[src/rtl/uidl_pkg.sv]
package uidl_pkg;

    // Registered event outputs of the timeout
    typedef struct packed {
        logic close;
        logic irq;
    } uidl_evt_t;

endpackage

[src/rtl/uidl_count.sv]
module uidl_count #(
    parameter int CNT_W = 16
) (
    input  logic             clk_i,
    input  logic             rst_i,
    input  logic             char_rx_i,
    input  logic             idle_tick_i,
    input  logic [CNT_W-1:0] max_i,
    output logic [CNT_W-1:0] cnt_o,
    output logic             hit_o
);

    typedef struct packed {
        logic [CNT_W-1:0] cnt;
    } cnt_st_t;

    cnt_st_t st_d, st_q;
    logic    hit_d;

    always_comb begin
        st_d  = st_q;
        hit_d = 1'b0;
        if (char_rx_i) begin
            st_d.cnt = '0;
        end else if (idle_tick_i && (max_i != '0) && (st_q.cnt < max_i)) begin
            st_d.cnt = st_q.cnt + 1'b1;
            hit_d    = (st_d.cnt == max_i);
        end
    end

    always_ff @(posedge clk_i) begin
        if (rst_i) st_q <= '0;
        else       st_q <= st_d;
    end

    assign cnt_o = st_q.cnt;
    assign hit_o = hit_d;

    assert_char_clears_R2: assert property (@(posedge clk_i) disable iff (rst_i)
        char_rx_i |=> (cnt_o == '0));

    assert_idle_incr_R1: assert property (@(posedge clk_i) disable iff (rst_i)
        (!char_rx_i && idle_tick_i && (max_i != '0) && (cnt_o < max_i))
            |=> (cnt_o == $past(cnt_o) + 1'b1));

    assert_zero_max_R5: assert property (@(posedge clk_i) disable iff (rst_i)
        (!char_rx_i && (max_i == '0)) |=> $stable(cnt_o));

    assert_hold_at_max_R6: assert property (@(posedge clk_i) disable iff (rst_i)
        (!char_rx_i && (cnt_o >= max_i)) |=> $stable(cnt_o));

endmodule

[src/rtl/uidl_event.sv]
module uidl_event
    import uidl_pkg::*;
(
    input  logic      clk_i,
    input  logic      rst_i,
    input  logic      hit_i,
    input  logic      buf_open_i,
    input  logic      irq_en_i,
    output uidl_evt_t evt_o
);

    uidl_evt_t ev_d, ev_q;

    always_comb begin
        ev_d.close = hit_i & buf_open_i;
        ev_d.irq   = hit_i & buf_open_i & irq_en_i;
    end

    always_ff @(posedge clk_i) begin
        if (rst_i) ev_q <= '0;
        else       ev_q <= ev_d;
    end

    assign evt_o = ev_q;

    assert_no_close_when_shut_R4: assert property (@(posedge clk_i) disable iff (rst_i)
        !buf_open_i |=> !evt_o.close);

    assert_irq_gated_R8: assert property (@(posedge clk_i) disable iff (rst_i)
        !irq_en_i |=> !evt_o.irq);

endmodule

[src/rtl/uidl_idle_timeout.sv]
module uidl_idle_timeout #(
    parameter int CNT_W = 16
) (
    input  logic             clk_i,
    input  logic             rst_i,
    input  logic             char_rx_i,
    input  logic             idle_tick_i,
    input  logic             buf_open_i,
    input  logic [CNT_W-1:0] max_idle_i,
    input  logic             irq_en_i,
    output logic             buf_close_o,
    output logic             irq_o,
    output logic [CNT_W-1:0] idle_cnt_o
);
    import uidl_pkg::*;

    logic             hit;
    logic [CNT_W-1:0] cnt;
    uidl_evt_t        evt;

    uidl_count #(.CNT_W(CNT_W)) u_count (
        .clk_i       (clk_i),
        .rst_i       (rst_i),
        .char_rx_i   (char_rx_i),
        .idle_tick_i (idle_tick_i),
        .max_i       (max_idle_i),
        .cnt_o       (cnt),
        .hit_o       (hit)
    );

    uidl_event u_event (
        .clk_i      (clk_i),
        .rst_i      (rst_i),
        .hit_i      (hit),
        .buf_open_i (buf_open_i),
        .irq_en_i   (irq_en_i),
        .evt_o      (evt)
    );

    assign buf_close_o = evt.close;
    assign irq_o       = evt.irq;
    assign idle_cnt_o  = cnt;

    assert_irq_implies_close_R8: assert property (@(posedge clk_i) disable iff (rst_i)
        irq_o |-> buf_close_o);

    assert_close_single_R3: assert property (@(posedge clk_i) disable iff (rst_i)
        buf_close_o |=> !buf_close_o);

    assert_close_at_limit_R3: assert property (@(posedge clk_i) disable iff (rst_i)
        $rose(buf_close_o) |-> (idle_cnt_o != '0));

    assert_reset_clears_R9: assert property (@(posedge clk_i)
        rst_i |=> (idle_cnt_o == '0) && !buf_close_o && !irq_o);

endmodule

[config.mk]
export PLATFORM = sky130hd
export DESIGN_NAME = uidl_idle_timeout
export DESIGN_NICKNAME = d
export VERILOG_FILES = /design/src/rtl/uidl_pkg.sv /design/src/rtl/uidl_count.sv /design/src/rtl/uidl_event.sv /design/src/rtl/uidl_idle_timeout.sv
export SDC_FILE = /design/constraint.sdc
export NUM_CORES = 1
export LEC_CHECK = 0
export ABC_AREA = 1
export BUFFER_PORTS_ARGS = -buffer_cell sky130_fd_sc_hd__buf_2
export CORE_ASPECT_RATIO = 0.8
export CORE_MARGIN = 8
export CORE_UTILIZATION = 55
export DETAILED_ROUTE_END_ITERATION = 10
export GPL_TIMING_DRIVEN = 0
export PLACE_DENSITY = 0.8
export SYNTH_ARGS = -nofsm -noshare
export SYNTH_HDL_FRONTEND = slang
export SYNTH_HIERARCHICAL = 1
export SYNTH_SLANG_ARGS = --single-unit
[constraint.sdc]
create_clock -name clk_i -period 4.3 [get_ports clk_i]
set_input_delay 0.43 -clock clk_i [delete_from_list [all_inputs] [get_ports clk_i]]
set_output_delay 0.43 -clock clk_i [all_outputs]
set_load 0.005 [all_outputs]
# Word-level counts from Yosys, hierarchy flattened

Index checks and enable logic that the tools add are counted.
W data, S select, Z words.

Bits in registers: 18
Output and inout port bits: 18
Logic and storage cells: 14

$add $sub $neg: 1
Magnitude comparators: 1
Equal/unequal tests: 1
Mux-type cells: 2
Bitwise logic cells: 2
Reduce and logical (&&, ||, !) cells: 4

Operators by type and width:

| operator                | count |
|---|---|
| $add A16 B1 Y16 const B | 1 |
| $eq A16 B16 Y1          | 1 |
| $lt A16 B16 Y1          | 1 |
| $reduce_bool A16 Y1     | 1 |
| $and A1 B1 Y1           | 2 |
| $logic_and A1 B1 Y1     | 2 |
| $mux W1                 | 2 |
| $reduce_or A2 Y1        | 1 |

# Depth between registers and ports, before layout

Word-level depth: 7
Mapped depth: 15

# Hierarchy

Netlist, hierarchy kept.

By module, submodules not included:

| module     | instances | cells each | area each (um^2) | seq. area each (um^2) |
|---|---|---|---|---|
| uidl_count | 1         | 296        | 1754.2           | 320.3 |
| uidl_event | 1         | 6          | 56.3             | 40.0 |

# Least setup slack after synthesis

No wires, ideal clock.

Path kind: input to register
From: input max_idle_i[15]
To: register u_event.ev_q (netlist bit u_event/evt_o[0])
Library setup time: 0.064 ns
Data arrival time: 1.715 ns
Setup slack: 2.521 ns
Stages on the path: 11
Path buffers: 0
Path through: inv_1 > ha_1 > a211oi_1 > nand3_1 > nor2_1 > nand2_2 > nor2_1 > nand3_1 > nor2_1 > nand3_1 > nor2_1

Longest elaborated chain between the ends: 7
Elaborated cells on any way between the ends: 9

Ends and longest elaborated chain:

| what                                                   | line                    | source |
|---|---|---|
| from (decl)                                            | uidl_idle_timeout.sv:9  | `input logic [CNT_W-1:0] max_idle_i,` |
| branches (longest 3 deep; another with $lt A16 B16 Y1) | --                      |  |
| $mux W1 *                                              | uidl_count.sv:25        | `end else if (idle_tick_i && (max_i != '0) && (st_q.cnt < max_i)) begin` |
| $mux W1 *                                              | uidl_count.sv:23        | `if (char_rx_i) begin` |
| named net hit                                          | uidl_idle_timeout.sv:17 | `logic hit;` |
| $and A1 B1 Y1 * (2 in a row)                           | uidl_event.sv:16        | `ev_d.irq = hit_i & buf_open_i & irq_en_i;` |
| to (signal assigned)                                   | uidl_event.sv:21        | `else ev_q <= ev_d;` |
| to (decl)                                              | uidl_event.sv:12        | `uidl_evt_t ev_d, ev_q;` |

Mark *: on every way through the listed nets, which the timed path passes.
A chain may end at the register's enable or synchronous reset.

# Final worst setup path

From: register u_count.st_q (netlist bit u_count/cnt_o[11])
To: register u_event.ev_q (netlist bit u_event/evt_o[0])

Longest elaborated chain between the ends: 6
Elaborated cells on any way between the ends: 8

Ends and longest elaborated chain:

| what                                                         | line                               | source |
|---|---|---|
| from (decl)                                                  | uidl_count.sv:17                   | `cnt_st_t st_d, st_q;` |
| from (signal assigned)                                       | uidl_count.sv:33                   | `else st_q <= st_d;` |
| $add A16 B1 Y16 / $lt A16 B16 Y1 (equally long branches)     | uidl_count.sv:26, uidl_count.sv:25 |  |
| $eq A16 B16 Y1 / $logic_and A1 B1 Y1 (equally long branches) | uidl_count.sv:27, uidl_count.sv:25 |  |
| $mux W1 *                                                    | uidl_count.sv:25                   |  |
| $mux W1 *                                                    | uidl_count.sv:23                   |  |
| named net hit                                                | uidl_idle_timeout.sv:17            |  |
| $and A1 B1 Y1 * (2 in a row)                                 | uidl_event.sv:16                   |  |

The timed path passes the listed nets; every way through them passes the cells marked *.

==> implementation parameters <==
Parameter                              Value

Run status
  Result of the run ... finished clean

CTS
  TritonCTS clock tree ... done
  Clk Tree Root Cell ... sky130_fd_sc_hd__clkbuf_8
  Number of buffers inserted to repair setup after CTS ... 0
  CTS hold repair buffers ... 0
  Post-cts sizing count ... 0
  Clk pin slew, worst setup/hold paths ... about 0.070 ns
  Deepest clock path buffer count ... 2
  Clock insertion delay at the later pin of the skew report ... between 0.2 and 0.3 ns
  Clock sink count ... 18
  Total clock buffers created by CTS ... 3
  # H-tree levels ... 1

Flow run
  Number of max-capacitance violations reported ... 0

Critical path
  Crit path top cell by count ... sky130_fd_sc_hd__nor2_1
  Type of the worst setup path ... register to register
  Longest individual stage delay on the worst path ... ~0.48 ns
  Sequence of cells on the critical path ... ha_1 -> a21oi_1 -> nand2_1 -> nand2_1 -> nand3_1 -> nor2_1 -> nand2_2 -> nor2_1 -> nand3_1 -> nor2_1 -> nand3_1 -> nor2_1
  Setup crit end kind ... register
  Required time at the endpoint of the critical path ... 4.51 ns
  Launching instance or port of the critical path ... u_count/cnt_o[11]
  Worst-path cell with the longest stage delay ... sky130_fd_sc_hd__dfxtp_1
  Maximum fanout count along the critical path ... 10
  Nature of the critical path startpoint ... register
  WP data arrival ... around 2.3 ns
  Worst r2r src ... u_count/cnt_o[11]

Synthesis
  Post-synthesis simple-gate area fraction ... 0.435
  Total nets after synthesis ... about 340
  Sequential fraction of the synthesis area ... 0.199
  Post-synthesis mux area share ... 0
  Flip-flop and latch count after synthesis ... 18
  Dominant combinational cell family by area after synthesis ... simple AND/OR/NAND/NOR gates
  Syn Std Cell Area ... 1810 um^2
  Adder-cell share of the synthesized area ... 0.117
  Average instance area after synthesis ... between 5 and 6 um^2
  Number of warning messages in the yosys log ... 6
  Number of standard cells after synthesis ... a little over 300
  Compound-cell area share of the yosys netlist ... 0.104
  Xor and xnor fraction of the mapped netlist area ... 0.0359
  Post-synth cell types ... 28

STA
  Shortest period the worst path allows ... 2.10 ns
  Hold violation total from the final report ... 0
  Setup repair after global routing missed its margin ... false
  Setup violators final ... 0
  Transition time at the pin with the least slew margin ... roughly 0.52 ns
  Max frequency ... between 400 and 500 MHz
  Setup TNS after final layout ... 0 ns
  Post-route setup slack ... 2.20 ns
  Total count of max-transition violations in the final report ... 0
  Worst-case clock skew ... between 0.007 and 0.008 ns
  Relative slew margins ... 0.652
  Share of the clock period used by the worst path after layout ... 0.488

Route
  First-iteration detailed-routing DRC count ... between 100 and 150
  First-pass DRT Iterations ... 5
  Vias after detailed routing ... between 2000 and 2500
  Wire length per cell ... 13.8 um
  Via count normalized by instance count ... 5.36
  Wirelength, routed ... about 5300 um
  Antenna violation net count after detailed routing ... 0
  DRC violation count after routing ... 0

Die
  Initial core utilization ... 0.583
  Total die area ... about 5400 um^2
  Die W ... ~80 um
  Area of the core ... around 3100 um^2
  Count of boundary I/O pins ... 40
  Die boundary height ... 67.3 um
  Standard-cell rows ... 18

Place
  Quantity of I/O buffers inserted on ports ... 39
  Post-DP Area ... ~2100 um^2
  Cells after DPL ... 381
  Hpwl dp ... approximately 4200 um
  Setup WS pre-CTS ... around 2.1 ns
  Weighted congestion at the end of routability-driven global placement ... 0.964

GRT
  First-pass GRT wire length ... between 8000 and 9000 um
  All-layer global routing usage ... 0.207
  Antenna violations before repair ... 0
  Via count of the first global-routing pass ... between 2000 and 2500
  Overflow after GRT ... 0
  Maximum number of pins on one net before global-route repair ... 11

Final layout
  Design Area, Final ... between 2000 and 2500 um^2
  Number of inserted filler cells in the final layout ... 300
  Number of cells in the finished layout apart from fillers ... 385
  Multi-input gate area in the final layout ... 1250 um^2
  Layout Nets ... between 300 and 400
  Share of post-route cells with drive strength above 1 ... 0.194
  Sequential cell area ... approximately 360 um^2
  Synthesis-to-layout area growth ... 16.6%
  Diodes inserted ... 0
  Fraction of the core area covered by cells at the end of the flow ... 0.679

Power
  Combinational fraction of design power ... 0.224
  P_leak ... 1.16 nW
  Cell Int Power ... about 0.29 mW
  Share of total power in sequential cells ... 0.434
  Clk network pwr share ... 0.342
  P per Cell Area ... between 150 and 200 nW/um^2
  Maximum ir drop on the vdd rail ... around 0.17 mV
  Switching share of total power ... 0.303
  Net switching component of the power ... approximately 0.13 mW

Worst hold path
  Min-delay src ... rst_i
  Worst Hold Class ... input port to register
synthesized netlist by cell type:
cell	instances	area [um^2]
sky130_fd_sc_hd__nand2_1	82	308
sky130_fd_sc_hd__inv_1	44	165
sky130_fd_sc_hd__nor2_1	35	131
sky130_fd_sc_hd__nand3_1	28	140
sky130_fd_sc_hd__a21oi_1	18	90.1
sky130_fd_sc_hd__dfxtp_1	18	360
sky130_fd_sc_hd__ha_1	17	213
sky130_fd_sc_hd__o21ai_0	16	80.1
sky130_fd_sc_hd__nand2_2	9	56.3
sky130_fd_sc_hd__nor3_1	6	30.0
sky130_fd_sc_hd__nand4_1	4	25.0
sky130_fd_sc_hd__nor2_2	3	18.8
sky130_fd_sc_hd__xor2_1	3	26.3
sky130_fd_sc_hd__buf_4	2	15.0
sky130_fd_sc_hd__inv_2	2	7.51
sky130_fd_sc_hd__o21ai_1	2	10.0
sky130_fd_sc_hd__or2_2	2	12.5
sky130_fd_sc_hd__a211oi_1	1	7.51
sky130_fd_sc_hd__and2_1	1	6.26
sky130_fd_sc_hd__buf_1	1	3.75
sky130_fd_sc_hd__buf_2	1	5.00
sky130_fd_sc_hd__nand2_4	1	11.3
sky130_fd_sc_hd__nand3_2	1	10.0
sky130_fd_sc_hd__nand3b_1	1	7.51
sky130_fd_sc_hd__nor2_4	1	11.3
sky130_fd_sc_hd__nor2_8	1	20.0
sky130_fd_sc_hd__xnor2_2	1	16.3
sky130_fd_sc_hd__xnor3_1	1	22.5
registers in the layout, summed over array words and instances (netlist names):
signal         flops
u_event/evt_o      2
u_count/cnt_o     16
power by group through the flow:
stage / clock network (mW) / registers [mW] / logic (mW)
after global placement: 0 / 0.184 / 0.0884
after detailed placement: 0 / 0.184 / 0.0906
after CTS: 0.147 / 0.180 / 0.0914
final: 0.142 / 0.180 / 0.0932
after floorplan: 0 / 0.183 / 0.0555
after global routing: 0.155 / 0.181 / 0.105
cells in the final DEF, fill, tap and decap left out, types with 2 or more instances in the layout:
cell and n:
sky130_fd_sc_hd__buf_2 40, sky130_fd_sc_hd__xor2_1 3, sky130_fd_sc_hd__nand2_2 9, sky130_fd_sc_hd__nor2_2 3, sky130_fd_sc_hd__ha_1 17, sky130_fd_sc_hd__o21ai_0 16
sky130_fd_sc_hd__nor2_1 35, sky130_fd_sc_hd__inv_2 2, sky130_fd_sc_hd__nand4_1 4, sky130_fd_sc_hd__nand2_1 82, sky130_fd_sc_hd__or2_2 2, sky130_fd_sc_hd__a21oi_1 18
sky130_fd_sc_hd__nand3_1 28, sky130_fd_sc_hd__dfxtp_1 18, sky130_fd_sc_hd__nor3_1 6, sky130_fd_sc_hd__inv_1 44, sky130_fd_sc_hd__o21ai_1 2, sky130_fd_sc_hd__buf_4 2
sky130_fd_sc_hd__clkbuf_8 4
routing by layer:
metal	up-vias	GRT usage	wire length, um	share of wire
li1	1052	-	-	-
met1	896	0.274	2420	0.46
met2	110	0.321	2240	0.42
met3	4	0.0557	598	0.11
met4	0	0.0611	39	0.0074
met5	-	0	0	0
worst max-delay path: cells and delay by family (launching register included):
kind,cells,cell delay [ns]
adders and majority gates,1,0.30
AOI/OAI and AO/OA,1,0.18
and+or+nand+nor,10,1.07
DFF,1,0.48
cell families after synthesis:
kind of cell	Yosys count
buffers and inverters	50
adders and majority gates	17
and+or+nand+nor	175
AOI/OAI and AO/OA	37
xor gates and xnor gates	5
DFF	18
final timing paths:
path                 endpoint  cells after the start  slack [ns]
max          u_event/evt_o[0]                     12        2.20
min reg2reg  u_count/cnt_o[4]                      2        0.55
min          u_event/evt_o[0]                      2        0.35
max reg2reg  u_event/evt_o[0]                     12        2.20
per-stage QoR:
step           power, mW  hold WS [ns]
3_3_place_gp       0.272         0.524
2_1_floorplan      0.238         0.496
3_5_place_dp       0.275         0.527
6_report           0.415         0.350
5_1_grt            0.442         0.347
4_1_cts            0.418         0.348
layout make-up:
class | count | area share
plain buffers | 4 | 0.0113
clock buffers | 4 | 0.0261
inverters | 46 | 0.0818
multi-input cells | 234 | 0.594
flip-flops and latches | 18 | 0.171
well taps | 40 | 0.0237
repair buffers | 39 | 0.0925
Power figures use the tool's default switching activity.
